`src/rtl/kwdt_pkg.sv`:
```
package kwdt_pkg;

    localparam int DATA_W   = 32;
    localparam int ADDR_W   = 8;
    localparam int NUM_POST = 6;
    localparam int PTV_W    = 3;
    localparam int PRESC_W  = (1 << PTV_W) - 1;
    localparam int EVT_W    = 2;

    // Pending-bit positions of posted registers (software decodes these)
    localparam int POST_CTRL = 0;
    localparam int POST_CNT  = 1;
    localparam int POST_LOAD = 2;
    localparam int POST_TRIG = 3;
    localparam int POST_KEY  = 4;
    localparam int POST_DLY  = 5;

    // Event bit positions
    localparam int EVT_OVF = 0;
    localparam int EVT_DLY = 1;

    // Register map
    localparam logic [ADDR_W-1:0] OFS_ID    = 8'h00;
    localparam logic [ADDR_W-1:0] OFS_SYS   = 8'h10;
    localparam logic [ADDR_W-1:0] OFS_CTRL  = 8'h24;
    localparam logic [ADDR_W-1:0] OFS_CNT   = 8'h28;
    localparam logic [ADDR_W-1:0] OFS_LOAD  = 8'h2C;
    localparam logic [ADDR_W-1:0] OFS_TRIG  = 8'h30;
    localparam logic [ADDR_W-1:0] OFS_PEND  = 8'h34;
    localparam logic [ADDR_W-1:0] OFS_DLY   = 8'h44;
    localparam logic [ADDR_W-1:0] OFS_KEY   = 8'h48;
    localparam logic [ADDR_W-1:0] OFS_RAW   = 8'h54;
    localparam logic [ADDR_W-1:0] OFS_STAT  = 8'h58;
    localparam logic [ADDR_W-1:0] OFS_ENSET = 8'h5C;
    localparam logic [ADDR_W-1:0] OFS_ENCLR = 8'h60;

    localparam int SYS_SRST_BIT = 1;

    // Key values
    localparam logic [DATA_W-1:0] KEY_STOP_A  = 32'h0000_AAAA;
    localparam logic [DATA_W-1:0] KEY_STOP_B  = 32'h0000_5555;
    localparam logic [DATA_W-1:0] KEY_START_A = 32'h0000_BBBB;
    localparam logic [DATA_W-1:0] KEY_START_B = 32'h0000_4444;

    typedef enum logic [1:0] {
        KS_IDLE   = 2'd0,
        KS_STOP1  = 2'd1,
        KS_START1 = 2'd2
    } key_st_e;

    typedef struct packed {
        logic             pre_en;
        logic [PTV_W-1:0] ptv;
    } ctrl_t;

    localparam ctrl_t CTRL_RST = '{pre_en: 1'b1, ptv: '0};

    function automatic ctrl_t ctrl_from_word(input logic [DATA_W-1:0] w);
        ctrl_t c;
        c.pre_en = w[2+PTV_W];
        c.ptv    = w[2 +: PTV_W];
        return c;
    endfunction

    function automatic logic [DATA_W-1:0] ctrl_to_word(input ctrl_t c);
        return DATA_W'({c.pre_en, c.ptv, 2'b00});
    endfunction

    function automatic logic [PRESC_W-1:0] presc_mask(input logic [PTV_W-1:0] ptv);
        return PRESC_W'((1 << ptv) - 1);
    endfunction

    function automatic logic [ADDR_W-1:0] post_ofs(input int idx);
        case (idx)
            POST_CTRL: return OFS_CTRL;
            POST_CNT:  return OFS_CNT;
            POST_LOAD: return OFS_LOAD;
            POST_TRIG: return OFS_TRIG;
            POST_KEY:  return OFS_KEY;
            default:   return OFS_DLY;
        endcase
    endfunction

endpackage

```
`src/rtl/kwdt_post_slot.sv`:
```
// One posted register: captures a bus write, holds it for SYNC_TICKS ticks,
// then issues a one-cycle commit strobe alongside the held data.
module kwdt_post_slot #(
    parameter int SYNC_TICKS = 3,
    parameter int DW         = 32
) (
    input  logic          clk_i,
    input  logic          clr_i,
    input  logic          tick_i,
    input  logic          wr_i,
    input  logic [DW-1:0] wdata_i,
    output logic          pend_o,
    output logic [DW-1:0] data_o,
    output logic          commit_o
);
    localparam int CW = (SYNC_TICKS > 1) ? $clog2(SYNC_TICKS) : 1;
    localparam logic [CW-1:0] LAST = CW'(SYNC_TICKS - 1);

    logic          pend_q;
    logic [DW-1:0] data_q;
    logic [CW-1:0] cnt_q;

    assign commit_o = pend_q && tick_i && (cnt_q == LAST);
    assign pend_o   = pend_q;
    assign data_o   = data_q;

    always_ff @(posedge clk_i) begin
        if (clr_i) begin
            pend_q <= 1'b0;
            data_q <= '0;
            cnt_q  <= '0;
        end else if (!pend_q) begin
            if (wr_i) begin
                pend_q <= 1'b1;
                data_q <= wdata_i;
                cnt_q  <= '0;
            end
        end else if (tick_i) begin
            if (cnt_q == LAST) pend_q <= 1'b0;
            else               cnt_q  <= cnt_q + 1'b1;
        end
    end

    // a pending write survives until a tick arrives
    assert_pend_hold_R4: assert property (@(posedge clk_i) disable iff (clr_i)
        (pend_q && !tick_i) |=> pend_q);
    // a second write while pending leaves the held value alone
    assert_pend_ignore_R4: assert property (@(posedge clk_i) disable iff (clr_i)
        (pend_q && wr_i) |=> $stable(data_q));

endmodule

```
`src/rtl/kwdt_key_fsm.sv`:
```
// Two-key start/stop sequencer, fed by committed start/stop writes.
module kwdt_key_fsm
    import kwdt_pkg::*;
(
    input  logic              clk_i,
    input  logic              clr_i,
    input  logic              commit_i,
    input  logic [DATA_W-1:0] key_i,
    output logic              run_o,
    output logic [DATA_W-1:0] key_o
);
    key_st_e           st_q;
    logic              run_q;
    logic [DATA_W-1:0] key_q;

    assign run_o = run_q;
    assign key_o = key_q;

    always_ff @(posedge clk_i) begin
        if (clr_i) begin
            st_q  <= KS_IDLE;
            run_q <= 1'b1;
            key_q <= '0;
        end else if (commit_i) begin
            key_q <= key_i;
            if (st_q == KS_STOP1 && key_i == KEY_STOP_B) begin
                run_q <= 1'b0;
                st_q  <= KS_IDLE;
            end else if (st_q == KS_START1 && key_i == KEY_START_B) begin
                run_q <= 1'b1;
                st_q  <= KS_IDLE;
            end else if (key_i == KEY_STOP_A) begin
                st_q <= KS_STOP1;
            end else if (key_i == KEY_START_A) begin
                st_q <= KS_START1;
            end else begin
                st_q <= KS_IDLE;
            end
        end
    end

    // the completed stop pair halts the counter
    assert_stop_pair_R3: assert property (@(posedge clk_i) disable iff (clr_i)
        (commit_i && st_q == KS_STOP1 && key_i == KEY_STOP_B) |=> !run_q);
    // run state only moves on a committed key write
    assert_run_needs_key_R3: assert property (@(posedge clk_i) disable iff (clr_i)
        !commit_i |=> $stable(run_q));

endmodule

```
`src/rtl/kwdt_core.sv`:
```
// Timer-side state: prescaler, counter, load/trigger/delay registers,
// event generation and the reset pulse stretcher.
module kwdt_core
    import kwdt_pkg::*;
#(
    parameter logic [DATA_W-1:0] LOAD_RST  = 32'hFFFD_0000,
    parameter int                RST_PULSE = 16
) (
    input  logic              clk_i,
    input  logic              clr_i,
    input  logic              tick_i,
    input  logic              run_i,
    input  logic              ctrl_cmt_i,
    input  logic              cnt_cmt_i,
    input  logic              load_cmt_i,
    input  logic              trig_cmt_i,
    input  logic              dly_cmt_i,
    input  logic [DATA_W-1:0] ctrl_data_i,
    input  logic [DATA_W-1:0] cnt_data_i,
    input  logic [DATA_W-1:0] load_data_i,
    input  logic [DATA_W-1:0] trig_data_i,
    input  logic [DATA_W-1:0] dly_data_i,
    output logic [DATA_W-1:0] count_o,
    output logic [DATA_W-1:0] load_o,
    output logic [DATA_W-1:0] trig_o,
    output logic [DATA_W-1:0] dly_o,
    output logic [DATA_W-1:0] ctrl_o,
    output logic              ovf_o,
    output logic              dly_evt_o,
    output logic              wdt_rst_o
);
    localparam int RW = $clog2(RST_PULSE + 1);

    ctrl_t              ctrl_q;
    logic [PRESC_W-1:0] presc_q;
    logic [DATA_W-1:0]  count_q, load_q, trig_q, dly_q;
    logic [RW-1:0]      rst_cnt_q;

    logic               cnt_tick, adv, trig_fire, override, wrap;
    logic [PRESC_W-1:0] mask;
    logic [DATA_W-1:0]  count_inc;

    always_comb begin
        mask      = presc_mask(ctrl_q.ptv);
        cnt_tick  = tick_i && (!ctrl_q.pre_en || ((presc_q & mask) == mask));
        adv       = cnt_tick && run_i;
        trig_fire = trig_cmt_i && (trig_data_i != trig_q);
        override  = cnt_cmt_i || trig_fire;
        wrap      = adv && (count_q == '1);
        count_inc = count_q + DATA_W'(1);
    end

    assign ovf_o     = wrap && !override;
    assign dly_evt_o = adv && !wrap && !override && (count_inc == dly_q);
    assign wdt_rst_o = (rst_cnt_q != '0);

    assign count_o = count_q;
    assign load_o  = load_q;
    assign trig_o  = trig_q;
    assign dly_o   = dly_q;
    assign ctrl_o  = ctrl_to_word(ctrl_q);

    always_ff @(posedge clk_i) begin
        if (clr_i) begin
            ctrl_q    <= CTRL_RST;
            presc_q   <= '0;
            count_q   <= LOAD_RST;
            load_q    <= LOAD_RST;
            trig_q    <= '0;
            dly_q     <= '0;
            rst_cnt_q <= '0;
        end else begin
            if (ctrl_cmt_i) begin
                ctrl_q  <= ctrl_from_word(ctrl_data_i);
                presc_q <= '0;
            end else if (tick_i) begin
                presc_q <= presc_q + 1'b1;
            end

            if (load_cmt_i) load_q <= load_data_i;
            if (dly_cmt_i)  dly_q  <= dly_data_i;
            if (trig_cmt_i) trig_q <= trig_data_i;

            if (cnt_cmt_i)      count_q <= cnt_data_i;
            else if (trig_fire) count_q <= load_q;
            else if (wrap)      count_q <= load_q;
            else if (adv)       count_q <= count_inc;

            if (ovf_o)                  rst_cnt_q <= RW'(RST_PULSE);
            else if (rst_cnt_q != '0)   rst_cnt_q <= rst_cnt_q - 1'b1;
        end
    end

    // a stopped counter with no committed write holds its value
    assert_stopped_hold_R2: assert property (@(posedge clk_i) disable iff (clr_i)
        (!run_i && !cnt_cmt_i && !trig_cmt_i) |=> $stable(count_q));
    // overflow reloads the counter from the previous load value
    assert_ovf_reload_R6: assert property (@(posedge clk_i) disable iff (clr_i)
        ovf_o |=> (count_q == $past(load_q)));
    // overflow raises the reset request on the next cycle
    assert_ovf_rst_R6: assert property (@(posedge clk_i) disable iff (clr_i)
        ovf_o |=> wdt_rst_o);
    // a delay event leaves the counter on the delay value
    assert_dly_match_R7: assert property (@(posedge clk_i) disable iff (clr_i)
        dly_evt_o |=> (count_q == $past(dly_q)));

endmodule

```
`src/rtl/keyed_wdt.sv`:
```
module keyed_wdt
    import kwdt_pkg::*;
#(
    parameter int                SYNC_TICKS = 3,
    parameter logic [DATA_W-1:0] LOAD_RST   = 32'hFFFD_0000,
    parameter int                RST_PULSE  = 16,
    parameter logic [DATA_W-1:0] ID_VALUE   = 32'h0057_4401
) (
    input  logic              clk_i,
    input  logic              rst_i,
    input  logic              tick_i,
    input  logic              bus_we_i,
    input  logic [ADDR_W-1:0] bus_addr_i,
    input  logic [DATA_W-1:0] bus_wdata_i,
    output logic [DATA_W-1:0] bus_rdata_o,
    output logic              irq_o,
    output logic              wdt_rst_o
);
    logic clr;
    logic srst_q;

    logic [NUM_POST-1:0] post_wr, post_pend, post_cmt;
    logic [DATA_W-1:0]   post_data [NUM_POST];

    logic              run;
    logic [DATA_W-1:0] key_q, count, load, trig, dly, ctrl_word;
    logic              ovf, dly_evt;

    logic [EVT_W-1:0] evt_q, en_q, evt_set, evt_w1c;

    assign clr = rst_i || srst_q;

    generate
        for (genvar i = 0; i < NUM_POST; i++) begin : g_post
            assign post_wr[i] = bus_we_i && (bus_addr_i == post_ofs(i));
            kwdt_post_slot #(
                .SYNC_TICKS(SYNC_TICKS),
                .DW        (DATA_W)
            ) slot_i (
                .clk_i   (clk_i),
                .clr_i   (clr),
                .tick_i  (tick_i),
                .wr_i    (post_wr[i]),
                .wdata_i (bus_wdata_i),
                .pend_o  (post_pend[i]),
                .data_o  (post_data[i]),
                .commit_o(post_cmt[i])
            );
        end
    endgenerate

    kwdt_key_fsm key_i (
        .clk_i   (clk_i),
        .clr_i   (clr),
        .commit_i(post_cmt[POST_KEY]),
        .key_i   (post_data[POST_KEY]),
        .run_o   (run),
        .key_o   (key_q)
    );

    kwdt_core #(
        .LOAD_RST (LOAD_RST),
        .RST_PULSE(RST_PULSE)
    ) core_i (
        .clk_i      (clk_i),
        .clr_i      (clr),
        .tick_i     (tick_i),
        .run_i      (run),
        .ctrl_cmt_i (post_cmt[POST_CTRL]),
        .cnt_cmt_i  (post_cmt[POST_CNT]),
        .load_cmt_i (post_cmt[POST_LOAD]),
        .trig_cmt_i (post_cmt[POST_TRIG]),
        .dly_cmt_i  (post_cmt[POST_DLY]),
        .ctrl_data_i(post_data[POST_CTRL]),
        .cnt_data_i (post_data[POST_CNT]),
        .load_data_i(post_data[POST_LOAD]),
        .trig_data_i(post_data[POST_TRIG]),
        .dly_data_i (post_data[POST_DLY]),
        .count_o    (count),
        .load_o     (load),
        .trig_o     (trig),
        .dly_o      (dly),
        .ctrl_o     (ctrl_word),
        .ovf_o      (ovf),
        .dly_evt_o  (dly_evt),
        .wdt_rst_o  (wdt_rst_o)
    );

    // Event capture: set has priority over write-one-to-clear
    always_comb begin
        evt_set          = '0;
        evt_set[EVT_OVF] = ovf;
        evt_set[EVT_DLY] = dly_evt;
        evt_w1c = (bus_we_i && bus_addr_i == OFS_STAT) ? bus_wdata_i[EVT_W-1:0] : '0;
    end

    always_ff @(posedge clk_i) begin
        if (clr) begin
            evt_q <= '0;
            en_q  <= '0;
        end else begin
            evt_q <= (evt_q & ~evt_w1c) | evt_set;
            if (bus_we_i && bus_addr_i == OFS_ENSET)
                en_q <= en_q | bus_wdata_i[EVT_W-1:0];
            else if (bus_we_i && bus_addr_i == OFS_ENCLR)
                en_q <= en_q & ~bus_wdata_i[EVT_W-1:0];
        end
    end

    // Soft reset: visible for one cycle, then clears everything including itself
    always_ff @(posedge clk_i) begin
        if (clr) srst_q <= 1'b0;
        else     srst_q <= bus_we_i && (bus_addr_i == OFS_SYS) && bus_wdata_i[SYS_SRST_BIT];
    end

    assign irq_o = |(evt_q & en_q);

    always_comb begin
        case (bus_addr_i)
            OFS_ID:    bus_rdata_o = ID_VALUE;
            OFS_SYS:   bus_rdata_o = DATA_W'({srst_q, 1'b0});
            OFS_CTRL:  bus_rdata_o = ctrl_word;
            OFS_CNT:   bus_rdata_o = count;
            OFS_LOAD:  bus_rdata_o = load;
            OFS_TRIG:  bus_rdata_o = trig;
            OFS_PEND:  bus_rdata_o = DATA_W'(post_pend);
            OFS_DLY:   bus_rdata_o = dly;
            OFS_KEY:   bus_rdata_o = key_q;
            OFS_RAW:   bus_rdata_o = DATA_W'(evt_q);
            OFS_STAT:  bus_rdata_o = DATA_W'(evt_q & en_q);
            OFS_ENSET: bus_rdata_o = DATA_W'(en_q);
            OFS_ENCLR: bus_rdata_o = DATA_W'(en_q);
            default:   bus_rdata_o = '0;
        endcase
    end

    // an overflow is captured even when cleared in the same cycle
    assert_set_wins_R9: assert property (@(posedge clk_i) disable iff (clr)
        ovf |=> evt_q[EVT_OVF]);
    // a clear with no new event removes the overflow bit
    assert_w1c_R8: assert property (@(posedge clk_i) disable iff (clr)
        (bus_we_i && bus_addr_i == OFS_STAT && bus_wdata_i[EVT_OVF] && !ovf)
        |=> !evt_q[EVT_OVF]);
    // the soft-reset flag lasts a single cycle
    assert_srst_once_R11: assert property (@(posedge clk_i) disable iff (rst_i)
        srst_q |=> !srst_q);

endmodule

```
`config.mk`:
```
export PLATFORM = sky130hd
export DESIGN_NAME = keyed_wdt
export DESIGN_NICKNAME = d
export VERILOG_FILES = /design/src/rtl/kwdt_pkg.sv /design/src/rtl/kwdt_post_slot.sv /design/src/rtl/kwdt_key_fsm.sv /design/src/rtl/kwdt_core.sv /design/src/rtl/keyed_wdt.sv
export SDC_FILE = /design/constraint.sdc
export NUM_CORES = 1
export LEC_CHECK = 0
export ABC_AREA = 1
export ABC_CLOCK_PERIOD_IN_PS = 5600
export CAP_MARGIN = 15
export CORE_ASPECT_RATIO = 0.5
export CORE_MARGIN = 2
export CORE_UTILIZATION = 60
export CTS_CLUSTER_DIAMETER = 50
export DETAILED_ROUTE_END_ITERATION = 6
export MAX_ROUTING_LAYER = met4
export PLACE_DENSITY = 0.79
export SLEW_MARGIN = 0
export SYNTH_ARGS = -nofsm -noshare
export SYNTH_HDL_FRONTEND = slang
export SYNTH_SLANG_ARGS = --single-unit
```
`constraint.sdc`:
```
create_clock -name clk_i -period 5.6 [get_ports clk_i]
set_input_delay 1.12 -clock clk_i [delete_from_list [all_inputs] [get_ports clk_i]]
set_output_delay 1.12 -clock clk_i [all_outputs]
set_load 0.02 [all_outputs]
```
==> summary.md <==
| Metric | Value |
|---|---|
| GRT Overall Usage | `a little under two fifths` |
| FP Rows | `43` |
| Initial antenna violation count | `0` |
| Synth-to-layout area growth | `12.5%` |
| Detailed Route WL | `55800 um` |
| Pwr Density | `roughly 290 nW/um^2` |
| Slowest library cell on the worst path | `clkdlybuf4s50_1` |
| H-Tree Depth | `2` |
| Number of flops mapped to enable cells by yosys | `0` |
| First-pass GRT wire length | `between 80000 and 90000 um` |
| Psw | `between 1 and 1.5 mW` |
| Post-Syn Nets | `2515` |
| Crit. End Element | `output pin` |
| Port bufs | `77` |
| Clk buf depth | `3` |
| Distinct cells, synth | `51` |
| Die W | `242 um` |
| Largest net degree at the start of global routing | `~240` |
| Top post-synthesis cells by area | `dfxtp_1 43%, o21ai_0 10%, nand2_1 9.3%` |
| WL per Instance | `around 19 um` |
| Top FF cell, synth | `dfxtp_1` |
| Hold buffers post-CTS | `0` |
| Worst r2r src | `core_i.trig_o[16]` |
| Clock share of power | `~45%` |
| First DRT Iteration DRCs | `2343` |
| Switching portion of total power | `24.0%` |
| Status | `completed` |
| Peak supply drop | `about 0.00025 V` |
| Layout cells sized above 1 | `under 10%` |
| Internal Power | `4.19 mW` |
| Vias after detailed routing | `17100` |
| Critical path, cell by cell | `clkdlybuf4s50_1 -> nor2_1 -> inv_1 -> nor3_4 -> nand2_1 -> buf_4 -> o21ai_0 -> a221oi_1 -> o21ai_0 -> clkdlybuf4s50_1` |
| Core Area | `27800 sq um` |
| Most frequent cells in the layout | `421 x nand2_1, 366 x dfxtp_1, 355 x nor2_1` |
| Die Area | `29800 sq um` |
| CTS clk-pin slew, worst paths | `roughly 0.06 ns` |
| Via density | `just under 6` |
| Sum of negative setup slack | `0 ns` |
| Max-Slew Margin vs Limit | `between 20% and 30%` |
| DRT Pass-1 Iters | `7` |
| Worst slew pin tran | `1.14 ns` |
| Seq pwr share | `~48%` |
| Fin cells | `~2900` |
| Critical path peak fanout | `8` |
| Setup Buffers After CTS | `0` |
| DRT antenna net count | `0` |
| CTS tree | `built` |
| Worst Hold Slack | `0.462 ns` |
| CP startpoint kind | `input port` |
| Post-CTS resize count | `0` |
| Mapped Area | `17000 sq um` |
| Slowest stage delay, CP | `a little over 0.7 ns` |
| Yosys top cell area share | `43.0%` |
| Yosys top cell by area | `dfxtp_1` |
| Leading cell type in the layout, fill and taps excluded | `nand2_1` |
| Total Power | `5.51 mW` |
| Clock sinks | `366` |
| Leak | `7.84 nW` |
| Tmin final | `between 5 and 6 ns` |
| Vias in the first global route | `~15000` |
| Hold Vio Cnt, Final | `0` |
| Fin. max-slew vios | `0` |
| # IOs | `78` |
| Overall die height | `approximately 120 um` |
| Final Wtd Congestion | `1.01` |
| NumNets Final | `2524` |
| Final setup viols | `0` |
| Mean post-synth cell area | `approximately 6.9 sq um` |
| Root buffer cell | `clkbuf_16` |
| Fin crit share | `91.8%` |
| Async set or reset register ratio after synthesis | `0%` |
| Hold_sp | `g_post[2].slot_i.data_o[23]` |
| Clk Latency, worst-skew pair | `roughly 0.54 ns` |
| Hpwl dp | `36700 um` |
| RSZ-0062 raised after global routing | `false` |
| Synth Register Bits | `around 370` |
| Total clock buffers created by CTS | `34` |
| Worst min path class | `flop to flop` |
| Clk_skew | `0.0199 ns` |
| Cell count after placement | `between 2000 and 3000` |
| Fmax | `approximately 0.2 GHz` |
| Gr ovfl total | `0` |
| Logic pwr share | `between 6 and 7%` |
| Maxcap violations | `0` |
| Syn Inst Count | `~2500` |
| Critical Path RT | `roughly 4.5 ns` |
| Ys Warns | `0` |
| Critical path class | `input port to output pin` |
| CP Launch Point | `bus_addr_i[1]` |
| Starting Density | `between 60% and 70%` |
| DRC viols | `0` |
| Register area share after synthesis | `around 43%` |
| Worst EP arrival | `between 4 and 5 ns` |
state kept, by name, indices dropped and copies added (netlist names), 5 cells and up, named ones only:
name	cells
key_i.key_o	32
core_i.count_o	32
g_post.slot_i.data_o	164
core_i.dly_o	32
core_i.trig_o	32
core_i.presc_q	7
g_post.slot_i.pend_o	6
core_i.rst_cnt_q	5
g_post.slot_i.cnt_q	12
core_i.load_o	32
critical path: cells and delay by family:
family,cells,cell delay [ns]
AOI/OAI and AO/OA,3,0.47
buffers and inverters,4,1.57
and+or+nand+nor,3,0.85
synth_stat cells (2+ instances only):
master / count
xnor2_1: 4
a21oi_1: 232
nand2_2: 9
buf_2: 14
nand4_1: 26
nor4_1: 8
nor3_2: 5
inv_2: 8
o21ai_0: 349
nor3b_1: 2
buf_6: 4
nor3_1: 28
clkbuf_1: 106
nor2_1: 357
o21bai_1: 5
a211oi_1: 7
and2_1: 2
clkinv_1: 2
o21ai_1: 5
inv_1: 269
buf_1: 3
o2111ai_1: 10
or2_2: 7
a221oi_1: 11
a31oi_1: 4
nor2_2: 7
nand3b_1: 2
nand3_1: 86
o221ai_1: 16
xor2_1: 17
nand3_2: 2
xnor3_1: 3
nand2_1: 421
nor2_4: 4
buf_4: 3
o211ai_1: 6
o22ai_1: 29
ha_1: 10
dfxtp_1: 366
cell type report:
type | count | area (sq um)
diodes | 1 | 2.50
clock inverters | 12 | 151
multi-input cells | 1684 | 8150
flip-flops and latches | 366 | 7330
repair buffers | 103 | 978
well taps | 382 | 478
inverters | 281 | 1060
fillers | 2472 | 8650
clock buffers | 47 | 1020
layer usage:
layer / vias to the layer above / global-route usage (%) / routed length (um)
li1: 8093 / - / -
met1: 7916 / 54.1 / 24600
met2: 954 / 55.4 / 23200
met3: 114 / 7.14 / 6730
met4: 0 / 9.72 / 1260
met5: - / - / 0
per-stage QoR:
| step | cell area (sq um) | utilization, % | setup slack [ns] |
|---|---|---|---|
| after detailed placement | 18000 | 64.7 | 0.585 |
| after global routing | 19200 | 68.9 | 0.352 |
| after global placement | 18000 | 64.7 | 0.616 |
| after floorplan | 17000 | - | 2.02 |
| after CTS | 19200 | 68.9 | 0.587 |
| final | 19200 | 68.9 | 0.459 |
final timing paths:
| kind | end | slack, ns | cells past startpoint |
|---|---|---|---|
| worst min register to register | core_i.load_o[23] | 0.46 | 2 |
| worst min-delay path | core_i.load_o[23] | 0.46 | 2 |
| worst max register to register | core_i.count_o[21] | 2.20 | 16 |
| worst max-delay path | bus_rdata_o[11] | 0.46 | 10 |
power groups by stage:
| stage | Clock, mW | Sequential [mW] | Combinational, mW |
|---|---|---|---|
| finish | 2.48 | 2.67 | 0.364 |
| global route | 2.59 | 2.67 | 0.402 |
| CTS | 2.48 | 2.67 | 0.358 |
| detailed placement | 0 | 2.73 | 0.353 |
| global placement | 0 | 2.73 | 0.348 |
| floorplan | 0 | 2.71 | 0.235 |
cells by family (layout without fill, tap and decap cells):
kind of cell / after synthesis / in the layout / share of synthesized area [%]
buffers and inverters: 411 / 443 / 9.42
XOR/XNOR: 24 / 24 / 1.48
flip-flops: 366 / 366 / 43.0
adder cells (fa/ha/maj): 10 / 10 / 0.734
other: 0 / 1 / 0
AND/OR/NAND/NOR: 973 / 973 / 24.1
AO/OA/AOI/OAI: 677 / 677 / 21.3
Note: power is estimated with default switching activity, not from simulation.
